===== src/rtl/stacked_carrier_pkg.sv =====
package stacked_carrier_pkg;
   localparam int GATE_W = 9;
   localparam int LVL_W  = 4;
   typedef logic [GATE_W-1:0]        gate_t;
   typedef logic signed [LVL_W-1:0]  lvl_t;
   // return pair only, no polarity leg
   localparam gate_t GATE_ZERO = 9'b00_0010001;
   localparam logic [1:0] LEG_POS = 2'b01;
   localparam logic [1:0] LEG_NEG = 2'b10;
endpackage


===== src/rtl/shared_triangle.sv =====
module shared_triangle #(
   parameter int TRI_W  = 9,
   parameter int STEP_W = 8
) (
   input  logic              clk,
   input  logic              rst_n,
   input  logic [STEP_W-1:0] step_i,
   output logic [TRI_W-1:0]  tri_o
);
   localparam logic [TRI_W:0] PEAK = (TRI_W+1)'((2**TRI_W) - 2);

   logic             rising_q;
   logic [TRI_W-1:0] tri_q;
   logic [TRI_W:0]   step_ext;
   logic [TRI_W:0]   up_sum;
   logic [TRI_W:0]   dn_diff;

   assign step_ext = (TRI_W+1)'(step_i);
   assign up_sum   = {1'b0, tri_q} + step_ext;
   assign dn_diff  = {1'b0, tri_q} - step_ext;

   always_ff @(posedge clk or negedge rst_n) begin
      if (!rst_n) begin
         tri_q    <= '0;
         rising_q <= 1'b1;
      end else if (rising_q) begin
         if (up_sum >= PEAK) begin
            tri_q    <= PEAK[TRI_W-1:0];
            rising_q <= 1'b0;
         end else begin
            tri_q <= up_sum[TRI_W-1:0];
         end
      end else begin
         if ({1'b0, tri_q} <= step_ext) begin
            tri_q    <= '0;
            rising_q <= 1'b1;
         end else begin
            tri_q <= dn_diff[TRI_W-1:0];
         end
      end
   end

   assign tri_o = tri_q;
endmodule


===== src/rtl/band_compare.sv =====
module band_compare
   import stacked_carrier_pkg::*;
#(
   parameter int REF_W = 12,
   parameter int NCAR  = 8,
   parameter int TRI_W = 9
) (
   input  logic                    clk,
   input  logic                    rst_n,
   input  logic signed [REF_W-1:0] ref_i,
   input  logic [TRI_W-1:0]        tri_i,
   output lvl_t                    lvl_o
);
   localparam int BAND_H = 2**TRI_W;
   localparam int LOW    = -(2**(REF_W-1));
   localparam int CNT_W  = $clog2(NCAR+1);
   localparam int XW     = REF_W + 2;

   logic signed [XW-1:0] ref_ext;
   logic signed [XW-1:0] tri_ext;
   logic [NCAR-1:0]      above;
   logic [CNT_W-1:0]     cnt;
   logic signed [LVL_W:0] diff;
   lvl_t                 lvl_q;

   assign ref_ext = {{2{ref_i[REF_W-1]}}, ref_i};
   assign tri_ext = {{(XW-TRI_W){1'b0}}, tri_i};

   for (genvar k = 0; k < NCAR; k++) begin : g_band
      localparam int BASE = LOW + k * BAND_H;
      localparam logic signed [XW-1:0] BASE_V = XW'(BASE);
      logic signed [XW-1:0] carrier;
      assign carrier  = BASE_V + tri_ext;
      assign above[k] = (ref_ext > carrier);
   end

   always_comb begin
      cnt = '0;
      for (int k = 0; k < NCAR; k++) begin
         cnt = cnt + CNT_W'(above[k]);
      end
   end

   assign diff = $signed((LVL_W+1)'(cnt)) - $signed((LVL_W+1)'(NCAR/2));

   always_ff @(posedge clk or negedge rst_n) begin
      if (!rst_n) lvl_q <= '0;
      else        lvl_q <= diff[LVL_W-1:0];
   end

   assign lvl_o = lvl_q;
endmodule


===== src/rtl/matrix_gate_map.sv =====
module matrix_gate_map
   import stacked_carrier_pkg::*;
(
   input  logic  clk,
   input  logic  rst_n,
   input  lvl_t  lvl_i,
   output gate_t gate_o
);
   logic signed [LVL_W:0] lv_ext;
   logic signed [LVL_W:0] mag;
   logic [6:0]            set_bits;
   logic [1:0]            legs;
   gate_t                 gate_d;
   gate_t                 gate_q;

   assign lv_ext = {lvl_i[LVL_W-1], lvl_i};
   assign mag    = lv_ext[LVL_W] ? -lv_ext : lv_ext;

   always_comb begin
      unique case (mag[2:0])
         3'd1:    set_bits = 7'b0011010;
         3'd2:    set_bits = 7'b0011100;
         3'd3:    set_bits = 7'b0101100;
         3'd4:    set_bits = 7'b1001100;
         default: set_bits = GATE_ZERO[6:0];
      endcase
      if (lv_ext[LVL_W])      legs = LEG_NEG;
      else if (lv_ext != '0)  legs = LEG_POS;
      else                    legs = 2'b00;
      gate_d = {legs, set_bits};
   end

   always_ff @(posedge clk or negedge rst_n) begin
      if (!rst_n) gate_q <= GATE_ZERO;
      else        gate_q <= gate_d;
   end

   assign gate_o = gate_q;
endmodule


===== src/rtl/stacked_carrier_pwm.sv =====
module stacked_carrier_pwm
   import stacked_carrier_pkg::*;
#(
   parameter int REF_W    = 12,
   parameter int STEP_W   = 8,
   parameter int N_LEVELS = 9
) (
   input  logic                    clk,
   input  logic                    rst_n,
   input  logic signed [REF_W-1:0] ref_i,
   input  logic [STEP_W-1:0]       step_i,
   output logic [8:0]              gate_o,
   output logic signed [3:0]       level_o
);
   localparam int NCAR    = N_LEVELS - 1;
   localparam int BAND_SH = $clog2(NCAR);
   localparam int TRI_W   = REF_W - BAND_SH;

   if (N_LEVELS != 9) begin : g_bad_levels
      $error("switch decode is defined for nine levels only");
   end
   if (REF_W < 6) begin : g_bad_ref
      $error("REF_W too small for eight bands");
   end
   if (STEP_W > TRI_W - 1) begin : g_bad_step
      $error("STEP_W must be below the band width");
   end

   logic [TRI_W-1:0] tri_val;
   lvl_t             lvl;
   gate_t            gates;

   shared_triangle #(.TRI_W(TRI_W), .STEP_W(STEP_W)) i_tri (
      .clk   (clk),
      .rst_n (rst_n),
      .step_i(step_i),
      .tri_o (tri_val)
   );

   band_compare #(.REF_W(REF_W), .NCAR(NCAR), .TRI_W(TRI_W)) i_cmp (
      .clk   (clk),
      .rst_n (rst_n),
      .ref_i (ref_i),
      .tri_i (tri_val),
      .lvl_o (lvl)
   );

   matrix_gate_map i_map (
      .clk   (clk),
      .rst_n (rst_n),
      .lvl_i (lvl),
      .gate_o(gates)
   );

   assign level_o = lvl;
   assign gate_o  = gates;
endmodule


===== config.mk =====
export PLATFORM = sky130hd
export DESIGN_NAME = stacked_carrier_pwm
export DESIGN_NICKNAME = d
export VERILOG_FILES = /design/src/rtl/stacked_carrier_pkg.sv /design/src/rtl/shared_triangle.sv /design/src/rtl/band_compare.sv /design/src/rtl/matrix_gate_map.sv /design/src/rtl/stacked_carrier_pwm.sv
export SDC_FILE = /design/constraint.sdc
export NUM_CORES = 1
export LEC_CHECK = 0
export ABC_AREA = 1
export ABC_CLOCK_PERIOD_IN_PS = 6200
export BUFFER_PORTS_ARGS = -buffer_cell sky130_fd_sc_hd__buf_2
export CORE_ASPECT_RATIO = 0.6
export CORE_MARGIN = 2
export CORE_UTILIZATION = 63
export CTS_CLUSTER_DIAMETER = 120
export DETAILED_ROUTE_END_ITERATION = 8
export HOLD_SLACK_MARGIN = 0.1
export MAX_ROUTING_LAYER = met4
export PLACE_DENSITY = 0.95
export SLEW_MARGIN = 25
export SYNTH_ARGS = -nofsm -noshare
export SYNTH_HDL_FRONTEND = slang
export SYNTH_SLANG_ARGS = --single-unit
export TNS_END_PERCENT = 30

===== constraint.sdc =====
create_clock -name clk -period 6.2 [get_ports clk]
set_clock_uncertainty 0.05 [all_clocks]
set_input_delay 0.93 -clock clk [delete_from_list [all_inputs] [get_ports clk]]
set_output_delay 0.93 -clock clk [all_outputs]
set_load 0.02 [all_outputs]

## Word-level counts from Yosys, hierarchy flattened

Index checks and enable logic that the tools add are counted.

| operators by class | value |
|---|---|
| reductions and logical operators | 1 |
| mux-type cells | 10 |
| order comparisons | 10 |
| add/subtract/negate cells | 18 |
| equality and inequality tests | 4 |

Operator list:

| cell | count |
|---|---|
| > comparator 12 x 13 -> 1 bit | 4 |
| case mux 7 bit (4 select lines) | 1 |
| 2-to-1 mux 9 bit | 3 |
| adder 12 x 10 -> 13 bit (first input constant) | 2 |
| adder 11 x 9 -> 12 bit (first input constant) | 2 |
| adder 4 x 1 -> 4 bit | 6 |
| > comparator 12 bit | 2 |
| adder 11 x 10 -> 12 bit (first input constant) | 1 |
| > comparator 12 x 10 -> 1 bit | 1 |
| > comparator 12 x 11 -> 1 bit | 1 |
| adder 10 x 10 -> 11 bit (first input constant) | 1 |
| adder 10 x 9 -> 11 bit (first input constant) | 1 |
| adder 9 x 8 -> 10 bit | 1 |
| greater-or-equal comparator 10 x 9 -> 1 bit (second input constant) | 1 |
| less-or-equal comparator 9 x 8 -> 1 bit | 1 |
| subtractor 9 x 8 -> 9 bit | 1 |
| == test 3 x 2 -> 1 bit (second input constant) | 2 |
| nonzero test 5 bit | 1 |
| 2-to-1 mux 1 bit | 4 |
| subtractor 4 x 3 -> 4 bit (second input constant) | 1 |
| == test 3 x 1 -> 1 bit (second input constant) | 1 |
| == test 3 bit (second input constant) | 1 |
| 2-to-1 mux 3 bit | 1 |
| negator 3 bit | 1 |
| 2 further kinds | 2 |

| storage, ports and cells | value |
|---|---|
| input bits | 22 |
| register bits after elaboration | 23 |

## Logic depth before layout (Yosys ltp)

Gate-level depths: netlist of run 1.

| logic depth | value |
|---|---|
| depth in word-level cells | 10 |
| depth in mapped cells | 21 |
| mapped depth without buffers | 21 |

## Cells and area by module

Synthesis of run 1 repeated with hierarchy kept, for this count alone.

| unflattened totals | value |
|---|---|
| cells, all modules | 399 |
| area total of the unflattened synthesis | 2602.5 um2 |

Modules (own cells, without submodules):

| module | cells each | area each (um2) | sequential area each (um2) | times used |
|---|---|---|---|---|
| shared_triangle | 207 | 1305.0 | 251.5 | 1 |
| band_compare | 149 | 903.4 | 100.1 | 1 |
| matrix_gate_map | 43 | 394.1 | 227.7 | 1 |

## Worst setup path before layout of run 1

No wires, ideal clock.

| timing | value |
|---|---|
| path kind | in2reg |
| from | in ref_i[2] |
| to | reg i_cmp.lvl_q[1] (netlist: i_cmp.lvl_o[1]) |
| slack | 1827 ps |
| arrival | 4187 ps |
| data required time | 6014 ps |
| stages on the path | 17 |
| path buffers | 0 |
| cells stage by stage | ha_1 -> nand2_1 -> o21ai_0 -> o21ai_0 -> nand2_1 -> nand2_1 -> nand2_1 -> a21o_1 -> o21ai_0 -> nand2_1 -> ha_1 -> inv_1 -> fa_1 -> fa_1 -> fa_1 -> inv_1 -> fa_1 |

| on the way | value |
|---|---|
| longest elaborated chain between the ends | 9 |

RTL lines:

| item | line | RTL |
|---|---|---|
| start: declaration | stacked_carrier_pwm.sv:10 | `input logic signed [REF_W-1:0] ref_i,` |
| > comparator 12 x 13 -> 1 bit | band_compare.sv:34 | `assign above[k] = (ref_ext > carrier);` |
| adder 1 x 1 -> 2 bit | band_compare.sv:40 | `cnt = cnt + CNT_W'(above[k]);` |
| adder 4 x 1 -> 4 bit (5 in series) | band_compare.sv:40 |  |
| adder 4 x 1 -> 4 bit * | band_compare.sv:40 |  |
| subtractor 4 x 3 -> 4 bit * | band_compare.sv:44 | `assign diff = $signed((LVL_W+1)'(cnt)) - $signed((LVL_W+1)'(NCAR/2));` |
| via i_cmp.diff[1] | band_compare.sv:23 | `logic signed [LVL_W:0] diff;` |
| end signal: assignment | band_compare.sv:48 | `else lvl_q <= diff[LVL_W-1:0];` |
| end: declaration | band_compare.sv:24 | `lvl_t lvl_q;` |

The timed path passes the listed nets; every way through them passes the cells marked *.

## Worst setup path after layout of run 1

Ends and elaborated chain as after synthesis.

==> run summary, run 1 <==
POWER
-------------------------------------------------------------------------------------------
Switching power share of the total ...........................................        0.551
Leakage ......................................................................      1.57 nW
Internal power ...............................................................   0.000641 W
Post-layout total power ......................................................    0.00143 W
Power Dens Cells .............................................................  528 nW/um^2
Share of total power in sequential cells .....................................        0.211
Largest voltage drop on the vdd net ..........................................   0.000307 V
Net switching power of the design ............................................   0.000786 W
Clock network fraction of design power .......................................        0.068
Combinational Power Share ....................................................        0.721

CLOCK NETWORK
-------------------------------------------------------------------------------------------
# Post-CTS Setup Buffers .....................................................            0
Post-CTS Resized .............................................................            0
TritonCTS clock tree .........................................................        built
Clk sinks ....................................................................           23
TritonCTS Buffers ............................................................            3
Clock root buffer ............................................................ sky130_fd_sc_hd__clkbuf_8
Hold-fix buffers, CTS ........................................................            0
Clock transition at path regs ................................................      0.09 ns
Number of buffers between clock root and the deepest sink ....................            2
Clock latency at the later pin of the worst-skew pair ........................      0.27 ns
Max H-tree Level .............................................................            1

SYNTHESIS
-------------------------------------------------------------------------------------------
Area of the mapped netlist ...................................................   2470 sq um
Share of synthesized area occupied by flip-flops and latches .................        0.234
Area fraction in compound gates after synthesis ..............................       0.0931
Net count after synthesis ....................................................          409
Ranking of synthesized cells by area ......................................... sky130_fd_sc_hd__dfrtp_1, sky130_fd_sc_hd__ha_1, sky130_fd_sc_hd__nand2_1
XOR/XNOR share of the synthesized area .......................................       0.0177
Yosys Warn Count .............................................................            0
Distinct cells, synth ........................................................           38
Post-Synth Adder-Cell Area ...................................................        0.208
Post-synth top area share ....................................................        0.202
Proportion of synthesized area in mux cells ..................................            0
Gate Count Post-Synth ........................................................          350
Flop and latch count out of synthesis ........................................           23
Average instance area after synthesis ........................................   7.07 sq um
Main combinational cell family by area after synthesis ....................... simple AND/OR/NAND/NOR gates
Library cell occupying the most area in the post-synthesis netlist ........... sky130_fd_sc_hd__dfrtp_1
Area share of and/or/nand/nor cells after synthesis ..........................        0.322

FLOORPLAN
-------------------------------------------------------------------------------------------
I/O pin count ................................................................           35
Die X-Extent .................................................................      84.9 um
Die Y-Extent .................................................................      52.5 um
Floorplan die area ...........................................................   4460 sq um
Number of rows in the core area ..............................................           17
Core Area ....................................................................   3720 sq um
Initial core utilization .....................................................        0.665

GLOBAL ROUTING
-------------------------------------------------------------------------------------------
Wire length of the first global-routing pass .................................      9570 um
Largest net degree at the start of global routing ............................           24
Antenna violations before repair .............................................            0
Number of global-route vias before repair ....................................         2069
Total track usage ............................................................        0.286
Aggregate global routing overflow ............................................            0

HOLD PATH
-------------------------------------------------------------------------------------------
Hold-critical path depth .....................................................            0
Hold endpoint ................................................................ i_map.gate_o[8]
Worst min-delay path category ................................................   reg -> reg
Min-delay src ................................................................ i_cmp.lvl_o[3]

PLACED DESIGN
-------------------------------------------------------------------------------------------
Total of buffers placed on input and output ports ............................           34
Placed wire-length estimate after detailed placement .........................      4910 um
Weighted congestion at the end of routability-driven global placement ........        0.965

WORST SETUP PATH
-------------------------------------------------------------------------------------------
Type of the worst setup path .................................................    in -> reg
Capture point of the worst reg-to-reg path ................................... i_cmp.lvl_o[1]
Capturing element type of the critical path ..................................    flip-flop
CP Max Fanout ................................................................            3
Startpoint of the worst-slack reg-to-reg timing path ......................... i_tri.tri_o[1]
Depth of the most critical reg-to-reg path ...................................           18
Arrival time at the worst endpoint ...........................................      4.67 ns
Startpoint Class .............................................................    input pin
Launch point of the worst path ...............................................     ref_i[2]
Register-to-register setup slack .............................................      1.92 ns
Data required time of the worst path .........................................      6.30 ns

TIMING
-------------------------------------------------------------------------------------------
Slew at the pin closest to its max-slew limit ................................     0.510 ns
Number of max-slew violations in the final report ............................            0
RSZ-0062 raised after global routing .........................................           no
Share of the clock period used by the worst path .............................        0.737
Final setup violation count ..................................................            0
Final Hold Viols .............................................................            0
Time the final worst path needs with I/O delays and setup ....................      4.57 ns
Maximum achievable frequency .................................................      219 MHz
Total negative setup slack ...................................................         0 ns
Rel. slew slack ..............................................................        0.660

RUN
-------------------------------------------------------------------------------------------
Max-cap violations ...........................................................            0

ROUTING
-------------------------------------------------------------------------------------------
Residual DRC .................................................................            0
Number of design-rule violations left by the first detailed-router iteration .          167
Routed vias/inst .............................................................         5.47
DR pass1 iterations ..........................................................            5
Total vias in the final route ................................................         2334
Average wire per standard cell ...............................................      13.6 um
Antenna viol nets, final .....................................................            0
Wire length after detailed routing ...........................................      5800 um

LAYOUT
-------------------------------------------------------------------------------------------
Final Core Density ...........................................................        0.726
Share of final-layout standard cells stronger than drive strength 1 ..........        0.200
Final net count ..............................................................          440
Filler instances .............................................................          300
Antenna cells ................................................................            0
Synth-to-Final Area Change ...................................................        9.21%

OUTCOME
-------------------------------------------------------------------------------------------
Status .......................................................................    completed

-- worst max path at each step --
stage / to / cells after the start
floorplan: i_cmp.lvl_o[1] / 17
global placement: i_cmp.lvl_o[1] / 18
detailed placement: i_cmp.lvl_o[1] / 18
CTS: i_cmp.lvl_o[1] / 18
global route: i_cmp.lvl_o[1] / 18
finish: i_cmp.lvl_o[1] / 18
-- placed cells by master (no fill, tap or decap), types with 2 or more instances in the layout --
cell,Yosys,final
sky130_fd_sc_hd__nand2_1,88,88
sky130_fd_sc_hd__inv_1,60,60
sky130_fd_sc_hd__buf_2,2,34
sky130_fd_sc_hd__ha_1,30,30
sky130_fd_sc_hd__nand3_1,28,28
sky130_fd_sc_hd__dfrtp_1,20,20
sky130_fd_sc_hd__nor2_1,16,16
sky130_fd_sc_hd__nand2_2,15,15
sky130_fd_sc_hd__a21oi_1,13,13
sky130_fd_sc_hd__nand4_1,11,11
sky130_fd_sc_hd__o21ai_0,10,10
sky130_fd_sc_hd__fa_1,7,7
sky130_fd_sc_hd__o211ai_1,4,4
sky130_fd_sc_hd__inv_2,4,4
sky130_fd_sc_hd__xor2_1,3,3
sky130_fd_sc_hd__a21oi_2,3,3
sky130_fd_sc_hd__nor2_2,3,3
sky130_fd_sc_hd__clkbuf_8,0,3
sky130_fd_sc_hd__dfstp_2,3,3
sky130_fd_sc_hd__nor2_4,2,2
sky130_fd_sc_hd__clkinv_2,1,2
sky130_fd_sc_hd__a31o_2,2,2
sky130_fd_sc_hd__nor3_1,2,2
sky130_fd_sc_hd__xnor2_1,2,2
sky130_fd_sc_hd__o21ai_1,2,2
sky130_fd_sc_hd__clkinv_1,2,2
-- synthesized netlist by cell type --
cell type	instances
sky130_fd_sc_hd__nand2_1	88
sky130_fd_sc_hd__inv_1	60
sky130_fd_sc_hd__ha_1	30
sky130_fd_sc_hd__nand3_1	28
sky130_fd_sc_hd__dfrtp_1	20
sky130_fd_sc_hd__nor2_1	16
sky130_fd_sc_hd__nand2_2	15
sky130_fd_sc_hd__a21oi_1	13
sky130_fd_sc_hd__nand4_1	11
sky130_fd_sc_hd__o21ai_0	10
sky130_fd_sc_hd__fa_1	7
sky130_fd_sc_hd__buf_4	4
sky130_fd_sc_hd__inv_2	4
sky130_fd_sc_hd__o211ai_1	4
sky130_fd_sc_hd__a21oi_2	3
sky130_fd_sc_hd__dfstp_2	3
sky130_fd_sc_hd__nor2_2	3
sky130_fd_sc_hd__xor2_1	3
sky130_fd_sc_hd__a31o_2	2
sky130_fd_sc_hd__buf_2	2
sky130_fd_sc_hd__clkbuf_1	2
sky130_fd_sc_hd__clkinv_1	2
sky130_fd_sc_hd__nor2_4	2
sky130_fd_sc_hd__nor3_1	2
sky130_fd_sc_hd__o21ai_1	2
sky130_fd_sc_hd__xnor2_1	2
sky130_fd_sc_hd__a21o_1	1
sky130_fd_sc_hd__and2_1	1
sky130_fd_sc_hd__and3_1	1
sky130_fd_sc_hd__clkinv_2	1
sky130_fd_sc_hd__clkinv_4	1
sky130_fd_sc_hd__nand2_4	1
sky130_fd_sc_hd__nand3_2	1
sky130_fd_sc_hd__nand3b_1	1
sky130_fd_sc_hd__nor3_2	1
sky130_fd_sc_hd__o21a_1	1
sky130_fd_sc_hd__o21ai_2	1
sky130_fd_sc_hd__o21bai_1	1
-- critical path, cell delays in order --
cell and delay, ns:
sky130_fd_sc_hd__buf_2 0.10, sky130_fd_sc_hd__ha_1 0.31, sky130_fd_sc_hd__nand2_1 0.10, sky130_fd_sc_hd__o21ai_0 0.09, sky130_fd_sc_hd__o21ai_0 0.19, sky130_fd_sc_hd__nand2_1 0.11, sky130_fd_sc_hd__nand2_1 0.07, sky130_fd_sc_hd__nand2_1 0.07
sky130_fd_sc_hd__a21o_1 0.20, sky130_fd_sc_hd__o21ai_0 0.09, sky130_fd_sc_hd__nand2_1 0.08, sky130_fd_sc_hd__ha_1 0.28, sky130_fd_sc_hd__inv_1 0.05, sky130_fd_sc_hd__fa_1 0.50, sky130_fd_sc_hd__fa_1 0.51, sky130_fd_sc_hd__fa_1 0.42
sky130_fd_sc_hd__inv_1 0.12, sky130_fd_sc_hd__fa_1 0.43
-- layer usage --
| layer | vias up | track usage | share of wire |
|---|---|---|---|
| li1 | 1165 | - | - |
| met1 | 1043 | 0.420 | 0.48 |
| met2 | 122 | 0.428 | 0.40 |
| met3 | 4 | 0.0598 | 0.11 |
| met4 | 0 | 0.0185 | 0.0045 |
| met5 | - | - | 0 |
-- power groups by stage --
stage	sequential (W)	clock, W	combinational (W)
5_1_grt	0.000315	0.000103	0.00115
3_3_place_gp	0.000300	0	0.000963
3_5_place_dp	0.000305	0	0.00101
6_report	0.000302	0.0000967	0.00103
4_1_cts	0.000301	0.0000971	0.00101
2_1_floorplan	0.000321	0	0.000764
-- sequential cells by signal (all words and copies together) (netlist names) --
signal and flops:
i_cmp.lvl_o 4, i_tri.tri_o 9, i_map.gate_o 9, i_tri.rising_q 1
-- through the flow --
| step | worst slack (ns) | cells | area, sq um | hold slack [ns] |
|---|---|---|---|---|
| 4_1_cts | 1.70 | 427 | 2700 | 0.449 |
| 2_1_floorplan | 1.83 | 350 | 2470 | 0.393 |
| 3_5_place_dp | 1.41 | 423 | 2660 | 0.428 |
| 6_report | 1.63 | 427 | 2700 | 0.450 |
| 5_1_grt | 1.46 | 427 | 2700 | 0.474 |
| 3_3_place_gp | 1.57 | 423 | 2660 | 0.419 |
-- final cells by class --
class / instances / area (sq um) / share of cell area
Inverter: 68 / 262 / 0.0968
Clock inverter: 1 / 5.00 / 0.00185
Multi-Input combinational cell: 251 / 1590 / 0.587
Timing Repair Buffer: 34 / 170 / 0.0630
Clock buffer: 3 / 41.3 / 0.0153
Sequential cell: 23 / 579 / 0.214
Tap cell: 47 / 58.8 / 0.0218
-- logic make-up (layout without fill, tap and decap cells) --
logic type / Yosys count / count (layout)
AOI/OAI and AO/OA: 38 / 38
xor gates and xnor gates: 5 / 5
adders and majority gates: 37 / 37
buffers and inverters: 76 / 106
DFF: 23 / 23
and+or+nand+nor: 171 / 171
(Power assumes the default switching activity.)
==> run 2: changes to the inputs <==
--- a/config.mk
+++ b/config.mk
@@ -6,16 +6,16 @@
 export NUM_CORES = 1
 export LEC_CHECK = 0
 export ABC_AREA = 1
-export ABC_CLOCK_PERIOD_IN_PS = 6200
+export ABC_CLOCK_PERIOD_IN_PS = 4750
 export BUFFER_PORTS_ARGS = -buffer_cell sky130_fd_sc_hd__buf_2
 export CORE_ASPECT_RATIO = 0.6
 export CORE_MARGIN = 2
-export CORE_UTILIZATION = 63
+export CORE_UTILIZATION = 58
 export CTS_CLUSTER_DIAMETER = 120
 export DETAILED_ROUTE_END_ITERATION = 8
 export HOLD_SLACK_MARGIN = 0.1
 export MAX_ROUTING_LAYER = met4
-export PLACE_DENSITY = 0.95
+export PLACE_DENSITY = 0.9
 export SLEW_MARGIN = 25
 export SYNTH_ARGS = -nofsm -noshare
 export SYNTH_HDL_FRONTEND = slang
==> constraint.sdc (replaced) <==
create_clock -name clk -period 4.75 [get_ports clk]
set_clock_uncertainty 0.05 [all_clocks]
set_input_delay 0.7125 -clock clk [delete_from_list [all_inputs] [get_ports clk]]
set_output_delay 0.7125 -clock clk [all_outputs]
set_load 0.02 [all_outputs]
==> run 2 against run 1 <==
Via count decreased by 0.81%. Register-to-register slack got worse by 1.4 ns. Critical endpoint unchanged. First-iteration DRC count increased by 20%. Clock-buffer cell count unchanged. Critical path depth unchanged. Worst setup slack got worse by 1.2 ns. Wire length decreased by 4.9%.
==> run summary, run 2 (synthesis gave the netlist of run 1 again) <==
CLOCK NETWORK
-------------------------------------------------------------------------------------------
Max H-tree Level .............................................................            1   unchanged
Clk sinks ....................................................................           23   unchanged
Number of buffers between clock root and the deepest sink ....................            2   unchanged
Clock transition at path regs ................................................      0.08 ns   was 0.09 ns
# Post-CTS Setup Buffers .....................................................            0   unchanged
Clock root buffer ............................................................ sky130_fd_sc_hd__clkbuf_8   unchanged
Clock latency at the later pin of the worst-skew pair ........................      0.27 ns   about the same
TritonCTS Buffers ............................................................            3   unchanged
TritonCTS clock tree .........................................................        built   unchanged
Post-CTS Resized .............................................................            0   unchanged
Hold-fix buffers, CTS ........................................................            0   unchanged

LAYOUT
-------------------------------------------------------------------------------------------
Filler instances .............................................................          361   was 300
Share of final-layout standard cells stronger than drive strength 1 ..........        0.200   unchanged
Commonest cells after routing, fill and taps aside ........................... sky130_fd_sc_hd__nand2_1, sky130_fd_sc_hd__inv_1, sky130_fd_sc_hd__buf_2   unchanged
Synth-to-Final Area Change ...................................................        9.86%   was 9.21%
Antenna cells ................................................................            0   unchanged
Non-filler instance count after layout .......................................          440   was 427
Final net count ..............................................................          440   unchanged
Most common cell after layout, fill and taps aside ........................... sky130_fd_sc_hd__nand2_1   unchanged

TIMING
-------------------------------------------------------------------------------------------
Number of max-slew violations in the final report ............................            0   unchanged
Hold slack ...................................................................     0.349 ns   was 0.450 ns
Share of the clock period used by the worst path .............................        0.905
Total negative setup slack ...................................................         0 ns   unchanged
Final Hold Viols .............................................................            0   unchanged
Time the final worst path needs with I/O delays and setup ....................      4.30 ns
RSZ-0062 raised after global routing .........................................           no   unchanged
Rel. slew slack ..............................................................        0.663   was 0.660
Maximum achievable frequency .................................................      233 MHz
Final setup violation count ..................................................            0   unchanged
Slew at the pin closest to its max-slew limit ................................     0.506 ns   was 0.510 ns

GLOBAL ROUTING
-------------------------------------------------------------------------------------------
Aggregate global routing overflow ............................................            0   unchanged
Antenna violations before repair .............................................            0   unchanged
Wire length of the first global-routing pass .................................      8940 um   was 9570 um
Total track usage ............................................................        0.253   was 0.286
Number of global-route vias before repair ....................................         1929   was 2069
Largest net degree at the start of global routing ............................           24   unchanged

ROUTING
-------------------------------------------------------------------------------------------
DR pass1 iterations ..........................................................            5   unchanged
Antenna viol nets, final .....................................................            0   unchanged
Number of design-rule violations left by the first detailed-router iteration .          201   was 167
Average wire per standard cell ...............................................      12.5 um   was 13.6 um
Routed vias/inst .............................................................         5.26   was 5.47
Wire length after detailed routing ...........................................      5520 um   was 5800 um
Residual DRC .................................................................            0   unchanged
Total vias in the final route ................................................         2315   was 2334

PLACED DESIGN
-------------------------------------------------------------------------------------------
Weighted congestion at the end of routability-driven global placement ........        0.922   was 0.965
Total of buffers placed on input and output ports ............................           34   unchanged
Placed wire-length estimate after detailed placement .........................      4650 um   was 4910 um
Cell count after placement ...................................................          436   was 423

WORST SETUP PATH
-------------------------------------------------------------------------------------------
Data required time of the worst path .........................................      4.85 ns   was 6.30 ns
Arrival time at the worst endpoint ...........................................      4.40 ns   was 4.67 ns
Type of the worst setup path .................................................    in -> reg   unchanged
Capturing element type of the critical path ..................................    flip-flop   unchanged
Startpoint Class .............................................................    input pin   unchanged
CP Max Fanout ................................................................            3   unchanged

POWER
-------------------------------------------------------------------------------------------
Leakage ......................................................................      1.57 nW   unchanged
Post-layout total power ......................................................    0.00184 W   was 0.00143 W
Power Dens Cells .............................................................  678 nW/um^2   was 528 nW/um^2
Largest voltage drop on the vdd net ..........................................   0.000288 V   was 0.000307 V

FLOORPLAN
-------------------------------------------------------------------------------------------
Floorplan die area ...........................................................   4820 sq um   was 4460 sq um
Number of rows in the core area ..............................................           18   was 17
Die Y-Extent .................................................................      54.6 um   was 52.5 um
I/O pin count ................................................................           35   unchanged
Die X-Extent .................................................................      88.3 um   was 84.9 um
Core Area ....................................................................   4100 sq um   was 3720 sq um
Initial core utilization .....................................................        0.603   was 0.665

RUN
-------------------------------------------------------------------------------------------
Max-cap violations ...........................................................            0   unchanged

OUTCOME
-------------------------------------------------------------------------------------------
Status .......................................................................    completed   unchanged

HOLD PATH
-------------------------------------------------------------------------------------------
Worst min-delay path category ................................................  in -> async   was reg -> reg

==> run 2: cell counts in the layout (fill, tap and decap cells not counted) <==
No cell type changed its count.
==> run 2: layout make-up <==
cell class              count  area (sq um)  area share
multi-input cells         251          1590       0.583
flip-flops and latches     23           579       0.213
inverters                  68           262      0.0962
repair buffers             34           170      0.0626
well taps                  60          75.1      0.0276
clock buffers               3          41.3      0.0152
clock inverters             1          5.00     0.00184
==> run 2: layer usage <==
metal | vias up | GRT usage | share of wire
met5 | - | - | 0
met4 | 0 | 0.0253 | 0.0054
met3 | 4 | 0.0573 | 0.098
met2 | 119 | 0.340 | 0.39
met1 | 1025 | 0.395 | 0.51
li1 | 1167 | - | -
==> run 2: worst paths after layout <==
path | start | end | slack [ns] | cells past startpoint
min in group clk | i_cmp.lvl_o[3] | i_map.gate_o[8] | 0.46 | 0
hold reg to reg | i_cmp.lvl_o[3] | i_map.gate_o[8] | 0.46 | 0
setup reg to reg | i_tri.tri_o[1] | i_cmp.lvl_o[1] | 0.51 | 18
max in group asynchronous | rst_n | i_tri.rising_q | 3.94 | 1
hold / removal | rst_n | i_map.gate_o[8] | 0.35 | 1
setup / recovery | ref_i[2] | i_cmp.lvl_o[1] | 0.45 | 18
==> run 2: worst max-delay path, cell delays in order <==
cell,delay [ns]
sky130_fd_sc_hd__buf_2,0.10
sky130_fd_sc_hd__ha_1,0.30
sky130_fd_sc_hd__nand2_1,0.09
sky130_fd_sc_hd__o21ai_0,0.07
sky130_fd_sc_hd__o21ai_0,0.20
sky130_fd_sc_hd__nand2_1,0.13
sky130_fd_sc_hd__nand2_1,0.07
sky130_fd_sc_hd__nand2_1,0.07
sky130_fd_sc_hd__a21o_1,0.20
sky130_fd_sc_hd__o21ai_0,0.08
sky130_fd_sc_hd__nand2_1,0.08
sky130_fd_sc_hd__ha_1,0.28
sky130_fd_sc_hd__inv_1,0.05
sky130_fd_sc_hd__fa_1,0.50
sky130_fd_sc_hd__fa_1,0.53
sky130_fd_sc_hd__fa_1,0.43
sky130_fd_sc_hd__inv_1,0.10
sky130_fd_sc_hd__fa_1,0.40
==> run 2: where the power goes <==
part | switching (W) | internal [W] | leakage [nW] | total, W
sequential | 0.0000875 | 0.000306 | 0.275 | 0.000394
clock | 0.0000666 | 0.0000588 | 0.0255 | 0.000125
combinational | 0.000851 | 0.000471 | 1.27 | 0.00132
total | 0.00101 | 0.000837 | 1.57 | 0.00184
==> run 2: per-stage QoR <==
step	utilization	cell area [sq um]	setup WS (ns)
final	0.663	2720	0.451
after global routing	0.663	2720	0.233
after CTS	0.663	2720	0.452
after detailed placement	0.652	2670	0.223
after global placement	0.652	2670	0.370
after floorplan	-	2470	0.595
